$ cat src/rtl/ifetch_wait_ctrl.sv
module ifetch_wait_ctrl #(
  parameter int          MEM_AW   = 6,
  parameter bit          ABORT_EN = 1'b1,
  parameter logic [31:0] ABORT_LO = 32'h0000_1000,
  parameter logic [31:0] ABORT_HI = 32'h0000_10FF
) (
  input  logic        clk,
  input  logic        rst,
  input  logic        req_n,
  input  logic        seq,
  input  logic [31:1] addr,
  input  logic        half_mode,
  output logic        wait_o,
  output logic        rvalid,
  output logic [31:0] rdata,
  output logic        abort_o,
  output logic        err_o
);
  localparam int IDX_HI = MEM_AW + 1;

  typedef enum logic [1:0] {CYC_N = 2'b00, CYC_S = 2'b01, CYC_I = 2'b10, CYC_R = 2'b11} cyc_e;

  cyc_e        cyc_in;
  logic        busy, waiting, first_pend, err_q, cur_half;
  logic [31:1] cur_addr;
  logic [31:0] word, sel;
  logic        in_win;

  assign cyc_in = cyc_e'({req_n, seq});

  function automatic logic [31:0] mem_word(input logic [MEM_AW-1:0] w);
    logic [15:0] x;
    x = 16'(w);
    return {x ^ 16'hA5A5, x * 16'd3 + 16'd7};
  endfunction

  always_ff @(posedge clk) begin
    if (rst) begin
      busy       <= 1'b0;
      waiting    <= 1'b0;
      first_pend <= 1'b1;
      err_q      <= 1'b0;
      cur_half   <= 1'b0;
      cur_addr   <= '0;
    end else if (waiting) begin
      waiting <= 1'b0;
    end else begin
      case (cyc_in)
        CYC_N, CYC_S: begin
          busy       <= 1'b1;
          waiting    <= (cyc_in == CYC_N) || first_pend;
          first_pend <= 1'b0;
          cur_addr   <= addr;
          cur_half   <= half_mode;
        end
        CYC_R: begin
          busy    <= 1'b0;
          waiting <= 1'b0;
          err_q   <= 1'b1;
        end
        default: begin
          busy    <= 1'b0;
          waiting <= 1'b0;
        end
      endcase
    end
  end

  assign word   = mem_word(cur_addr[IDX_HI:2]);
  assign sel    = !cur_half     ? word :
                  cur_addr[1]   ? {16'h0, word[31:16]} : {16'h0, word[15:0]};
  assign in_win = ABORT_EN && ({cur_addr, 1'b0} >= ABORT_LO) && ({cur_addr, 1'b0} <= ABORT_HI);

  assign wait_o  = waiting;
  assign rvalid  = busy && !waiting;
  assign abort_o = rvalid && in_win;
  assign rdata   = (rvalid && !in_win) ? sel : 32'h0;
  assign err_o   = err_q;

  assert_wait_single_R3: assert property (@(posedge clk) disable iff (rst) wait_o |=> !wait_o);
  assert_wait_then_data_R3: assert property (@(posedge clk) disable iff (rst) wait_o |=> rvalid);
  assert_hold_during_wait_R4: assert property (@(posedge clk) disable iff (rst)
    wait_o |=> ($stable(cur_addr) && $stable(cur_half)));
  assert_idle_no_access_R1: assert property (@(posedge clk) disable iff (rst)
    (!wait_o && req_n) |=> (!wait_o && !rvalid));
  assert_abort_zero_data_R8: assert property (@(posedge clk) disable iff (rst)
    abort_o |-> (rvalid && rdata == 32'h0));
  assert_abort_disabled_R9: assert property (@(posedge clk) disable iff (rst) ABORT_EN || !abort_o);
  assert_err_set_R10: assert property (@(posedge clk) disable iff (rst)
    (!wait_o && req_n && seq) |=> err_o);
  assert_err_sticky_R10: assert property (@(posedge clk) disable iff (rst) err_o |=> err_o);
  assert_quiet_when_idle_R11: assert property (@(posedge clk) disable iff (rst)
    !rvalid |-> (rdata == 32'h0 && !abort_o));
endmodule

$ cat config.mk
export PLATFORM = sky130hd
export DESIGN_NAME = ifetch_wait_ctrl
export DESIGN_NICKNAME = d
export VERILOG_FILES = /design/src/rtl/ifetch_wait_ctrl.sv
export SDC_FILE = /design/constraint.sdc
export NUM_CORES = 1
export LEC_CHECK = 0
export BUFFER_PORTS_ARGS = -buffer_cell sky130_fd_sc_hd__clkbuf_2
export CAP_MARGIN = 20
export CORE_MARGIN = 2
export CORE_UTILIZATION = 44
export DETAILED_ROUTE_END_ITERATION = 10
export PLACE_DENSITY = 0.75
export SYNTH_ARGS = -nofsm -noshare
export SYNTH_HDL_FRONTEND = slang
export SYNTH_SLANG_ARGS = --single-unit
$ cat constraint.sdc
create_clock -name clk -period 2.7 [get_ports clk]
set_input_delay 0.81 -clock clk [delete_from_list [all_inputs] [get_ports clk]]
set_output_delay 0.81 -clock clk [all_outputs]
set_load 0.05 [all_outputs]
; Word-level counts from Yosys, hierarchy flattened
; Cells that the tools add are included.
[totals]
wordCells = 31
ff_bits = 36
out_inout_bits = 36
in_bits = 36
[op_classes]
n_eq_ne = 2
bitwise_logic = 3
reduce_logical = 12
muxes = 4
magnitude_cmp = 2
addsub = 1
n_mul = 1
[op_table]
columns = operator, count
row1 = 32-bit 2-to-1 mux, 2
row2 = "32-bit by 13-bit >= comparator with 1-bit output, second input constant", 1
row3 = "32-bit by 13-bit <= comparator with 1-bit output, second input constant", 1
row4 = 16-bit 2-to-1 mux, 1
row5 = "8-bit by 3-bit adder with 9-bit output, second input constant", 1
row6 = "6-bit by 2-bit multiplier with 8-bit output, second input constant", 1
row7 = 3-bit NOT with 8-bit output, 1
row8 = 1-bit logical AND, 4
row9 = 2-bit AND reduction, 2
row10 = 3-bit OR reduction, 1
row11 = "2-bit by 1-bit == test with 1-bit output, second input constant", 1
row12 = "2-bit == test, second input constant", 1
row13 = 1-bit zero test, 2
row14 = 2-bit zero test, 1
row15 = 1-bit NOT, 2
row16 = 2-bit OR reduction, 1
row17 = 1-bit logical OR, 1
row18 = 1-bit 2-to-1 mux, 1

; Logic depth before layout (Yosys ltp)
[depth]
ltp_word = 5
ltp_mapped = 9
ltp_nobuf = 8

; Worst setup path after synthesis
; Ideal clock, no wire load.
[synth_timing]
path_kind = register to output
from = reg waiting, in the netlist wait_o
to = out rdata[24]
arrival_time_ns = 2.876
path_slack_ns = -0.986
required_time_ns = 1.890
path_stages_with_launch = 6
path_buffers = 2
cell_sequence = dfxtp_1 -> nor2b_1 -> o21ai_4 -> buf_6 -> nor2_1 -> buf_4
[synth_between]
elab_chain_cells = 4
[synth_rtl]
columns = element, line_no
row1 = from (decl), 24  ; logic busy, waiting, first_pend, err_q, cur_half;
row2 = from (signal assigned), 51  ; waiting <= (cyc_in == CYC_N) || first_pend;
row3 = 1-bit zero test, 75  ; assign rvalid = busy && !waiting;
row4 = 1-bit logical AND, 75
row5 = named net rvalid, 14  ; output logic rvalid,
row6 = 1-bit logical AND, 77  ; assign rdata = (rvalid && !in_win) ? sel : 32'h0;
row7 = 32-bit 2-to-1 mux, 77
row8 = to (decl), 15  ; output logic [31:0] rdata,
; The timed path passes the listed nets, and every way through them passes these cells.

; Worst setup path in the final report
[layout_timing]
from = reg cur_addr[6] (netlist name)
to = out rdata[6]
[layout_between]
elab_chain_cells = 5
elab_cells_between_ends = 10
cone_classes = 1 x add/sub / 1 x mul / 2 x order compare / 3 x mux / 3 x reduce/logical
[layout_rtl]
columns = element, line_no
row1 = from (decl), 25  ; logic [31:1] cur_addr;
row2 = from (signal assigned), 53  ; cur_addr <= addr;
row3 = "6-bit by 2-bit multiplier with 8-bit output, or another cell as far along", 34  ; return {x ^ 16'hA5A5, x * 16'd3 + 16'd7};
row4 = 8-bit by 3-bit adder with 9-bit output / 1-bit logical AND (equally long branches), "34, 72"
row5 = 16-bit 2-to-1 mux / 1-bit zero test (equally long branches), "71, 77"
row6 = 32-bit 2-to-1 mux / 1-bit logical AND (equally long branches), "70, 77"
row7 = 32-bit 2-to-1 mux *, 77
; Mark *: on every way between the ends. The rest lies on a longest branch, timed or not.

==> metrics.md <==
| Metric | Value |
|---|---|
| Slowest cell on crit path | `o41a_1` |
| Top Layer Used | `met4` |
| Hold EP | `cur_addr[13]` |
| Clock share of power | `0.277` |
| Chip height | `70.65 µm` |
| Worst hold path class | `reg2reg` |
| Failing checks | `setup timing` |
| Die area | `4991 µm²` |
| Nets | `379` |
| Synth top cells by count | `nand2_1, dfxtp_1, a21oi_1` |
| Slew Limit Fails | `0` |
| Leading area contributor after synthesis | `dfxtp_1` |
| IO buf count | `62` |
| Worst path cell trace | `inv_4 > ha_4 > ha_4 > o21ai_2 > o41a_1 > a211oi_4 > buf_12` |
| Pwr dens | `508.0 nW/µm²` |
| Total global-route track usage | `0.1875` |
| Total core area | `4324 µm²` |
| RR Startpoint | `wait_o` |
| Cell area after synthesis | `1954 µm²` |
| Post-Route WL | `4844 µm` |
| Max Cap Viol | `0` |
| Wire length on met3 | `229 µm` |
| Max Clock Skew | `0.003641 ns` |
| Reg2Reg Depth | `3` |
| Num CTS Buffers | `5` |
| Most common cell in the synthesized netlist | `nand2_1` |
| Crit. End Element | `primary output` |
| Clock sink total | `36` |
| Worst slack, placed | `-0.04236 ns` |
| Io pins | `72` |
| Leakage | `1.267 nW` |
| Final WS setup | `-0.2600 ns` |
| Initial antenna violation count | `0` |
| Avg WL per Cell | `12.65 µm` |
| Die width | `70.65 µm` |
| TritonRoute pass-1 iters | `4` |
| Post-synth top area share | `0.3688` |
| CP Data Arrival Time | `2.15 ns` |
| Yosys warns | `0` |
| RSZ-0062 raised after global routing | `true` |
| Comb power frac | `0.331` |
| Max incr delay on CP | `0.44 ns` |
| P&R area growth vs syn | `51.86%` |
| Sequential share of the synthesized area | `0.3688` |
| EDFF count, synth | `0` |
| Initial cell density of the core | `0.4520` |
| Final core occ | `0.6863` |
| Slew @ Worst Pin | `0.7316 ns` |
| Worst VDD drop | `0.0003629 V` |
| Root buf cell | `clkbuf_8` |
| GRT Residual Overflow | `0` |
| Synthesis-stage register bit count | `36` |
| Worst skew pair latency | `0.28 ns` |
| Share of layout cells above drive strength 1 | `0.4290` |
| Final setup vio count | `5` |
| Period utilisation layout | `1.096` |
| Hold Crit Depth | `2` |
| Worst path required time | `1.89 ns` |
| Largest net degree at the start of global routing | `37` |
| CTS tree | `done` |
| Clk pin slew, worst setup/hold paths | `0.07 ns` |
| Slew headroom | `0.5123` |
| Sw Share | `0.3284` |
| DRC viols | `0` |
| Row count | `24` |
| Int Power | `0.001012 W` |
| Worst R2R Setup Slack | `1.14 ns` |
| Seq pwr share | `0.392` |
| Psw | `0.0004952 W` |
| Synth Instances | `260` |
| Post-DP HPWL | `3220 µm` |
| Routed met2 length | `2502 µm` |
| CP Class | `reg2out` |
| DRT met1 WL | `2057 µm` |
| Vias in the first global route | `1697` |
| R2R Path End | `cur_addr[6]` |
| Global placement routability congestion | `0.8506` |
| Inserted Diodes | `0` |
| Top_reg_cell synth | `dfxtp_1` |
| Tmin final | `2.960 ns` |
| First-pass GRT wire length | `7486 µm` |
| Status | `finished, violations left` |
| Worst setup path start | `cur_addr[6]` |
| ANT nets after route | `0` |
| Largest cells by area after synthesis | `dfxtp_1, nand2_1, a21oi_1` |
| Average instance area after synthesis | `7.517 µm²` |
| CP Launch Type | `register` |
| Vias/cell | `5.044` |
| Synth async-reset ratio | `0` |
| H-Tree Depth | `2` |
| Hold path startpoint | `cur_addr[13]` |
| Final hold vios | `0` |
| CP most frequent cell | `ha_4` |
| Initial DRC count | `102` |
| Synth cell types | `34` |
| Clock buffer depth | `2` |
| Fmax | `337.8 MHz` |
| Critical path fanouts, max | `4` |
| Vias | `1932` |
[stage by stage]
step	cell area, µm²	TNS [ns]	hold WS (ns)	total power [W]	std cells
after CTS	2769	-0.9977	0.4588	0.001470	380
final	2968	-1.055	0.4571	0.001508	383
after floorplan	2226	-1.320	0.4272	0.0009344	268
after global routing	2968	-1.763	0.4761	0.001584	383
after global placement	2550	-0.02219	0.4347	0.001014	365
after detailed placement	2550	-0.04236	0.4444	0.001020	365
[state kept, by name, summed over array words and instances, names as in the netlist]
signal	flops
cur_addr	31
busy	1
cur_half	1
err_o	1
first_pend	1
wait_o	1
[how the worst max path moves through the flow]
| stage | depth (start not counted) | slack (ns) | end |
|---|---|---|---|
| 6_report | 7 | -0.26 | rdata[6] |
| 5_1_grt | 10 | -0.33 | rdata[5] |
| 4_1_cts | 9 | -0.26 | rdata[6] |
| 3_5_place_dp | 7 | -0.04 | rdata[6] |
| 3_3_place_gp | 7 | -0.02 | rdata[6] |
| 2_1_floorplan | 3 | -0.29 | rdata[16] |
[critical path: cells and delay by family, from the launching register on]
family                   cells  cell delay (ns)
buffers and inverters        2             0.23
flip-flops                   1             0.36
adder cells (fa/ha/maj)      2             0.52
AO/OA/AOI/OAI                3             0.75
[cells in the final DEF (no fill, tap or decap), types with 7 or more instances in the layout]
cell type  count
nor3_1         7
buf_6         20
conb_1         9
ha_4           8
buf_4         20
a21oi_1       34
clkbuf_8       7
nand2_1       69
dfxtp_1       31
clkbuf_2      38
[cell families (layout without fill, tap and decap cells)]
group	count (synthesis)	after routing	share of synthesized area
other cells	1	9	0.001919
simple gates	113	113	0.2522
mux	1	1	0.005122
xor+xnor	3	3	0.01345
compound gates	51	51	0.1556
buf+inv	42	105	0.1197
flops	36	36	0.3688
fa+ha+maj	13	13	0.08323
[final cells by class]
type | instances | area, µm²
Clock buffer | 7 | 97.59
Clock inverter | 1 | 5.005
Fill cell | 357 | 1356
Inverter | 11 | 51.30
Multi-Input combinational cell | 190 | 1309
Sequential cell | 36 | 732.0
Tap cell | 52 | 65.06
Timing Repair Buffer | 86 | 708.2
[what timing repair did]
item	4_1_cts	5_1_grt
gates resized for setup	18	79
hold endpoints to repair	0	0
gates cloned	0	1
setup buffers	7	2
hold buffers	0	0
setup endpoints to repair	23	24
pin swaps	13	11
[metal layers]
metal	up-vias	global-route usage
met2	56	0.3229
met5	-	0
met4	0	0.06289
met3	6	0.04131
li1	977	-
met1	893	0.2335
[power by group through the flow]
stage,Combinational [W],Sequential (W),Clock (W)
detailed placement,0.000421,0.000599,0
finish,0.000499,0.000591,0.000418
floorplan,0.000330,0.000604,0
CTS,0.000454,0.000587,0.000429
global route,0.000535,0.000595,0.000455
global placement,0.000416,0.000598,0
Note: power is estimated with default switching activity, not from simulation.
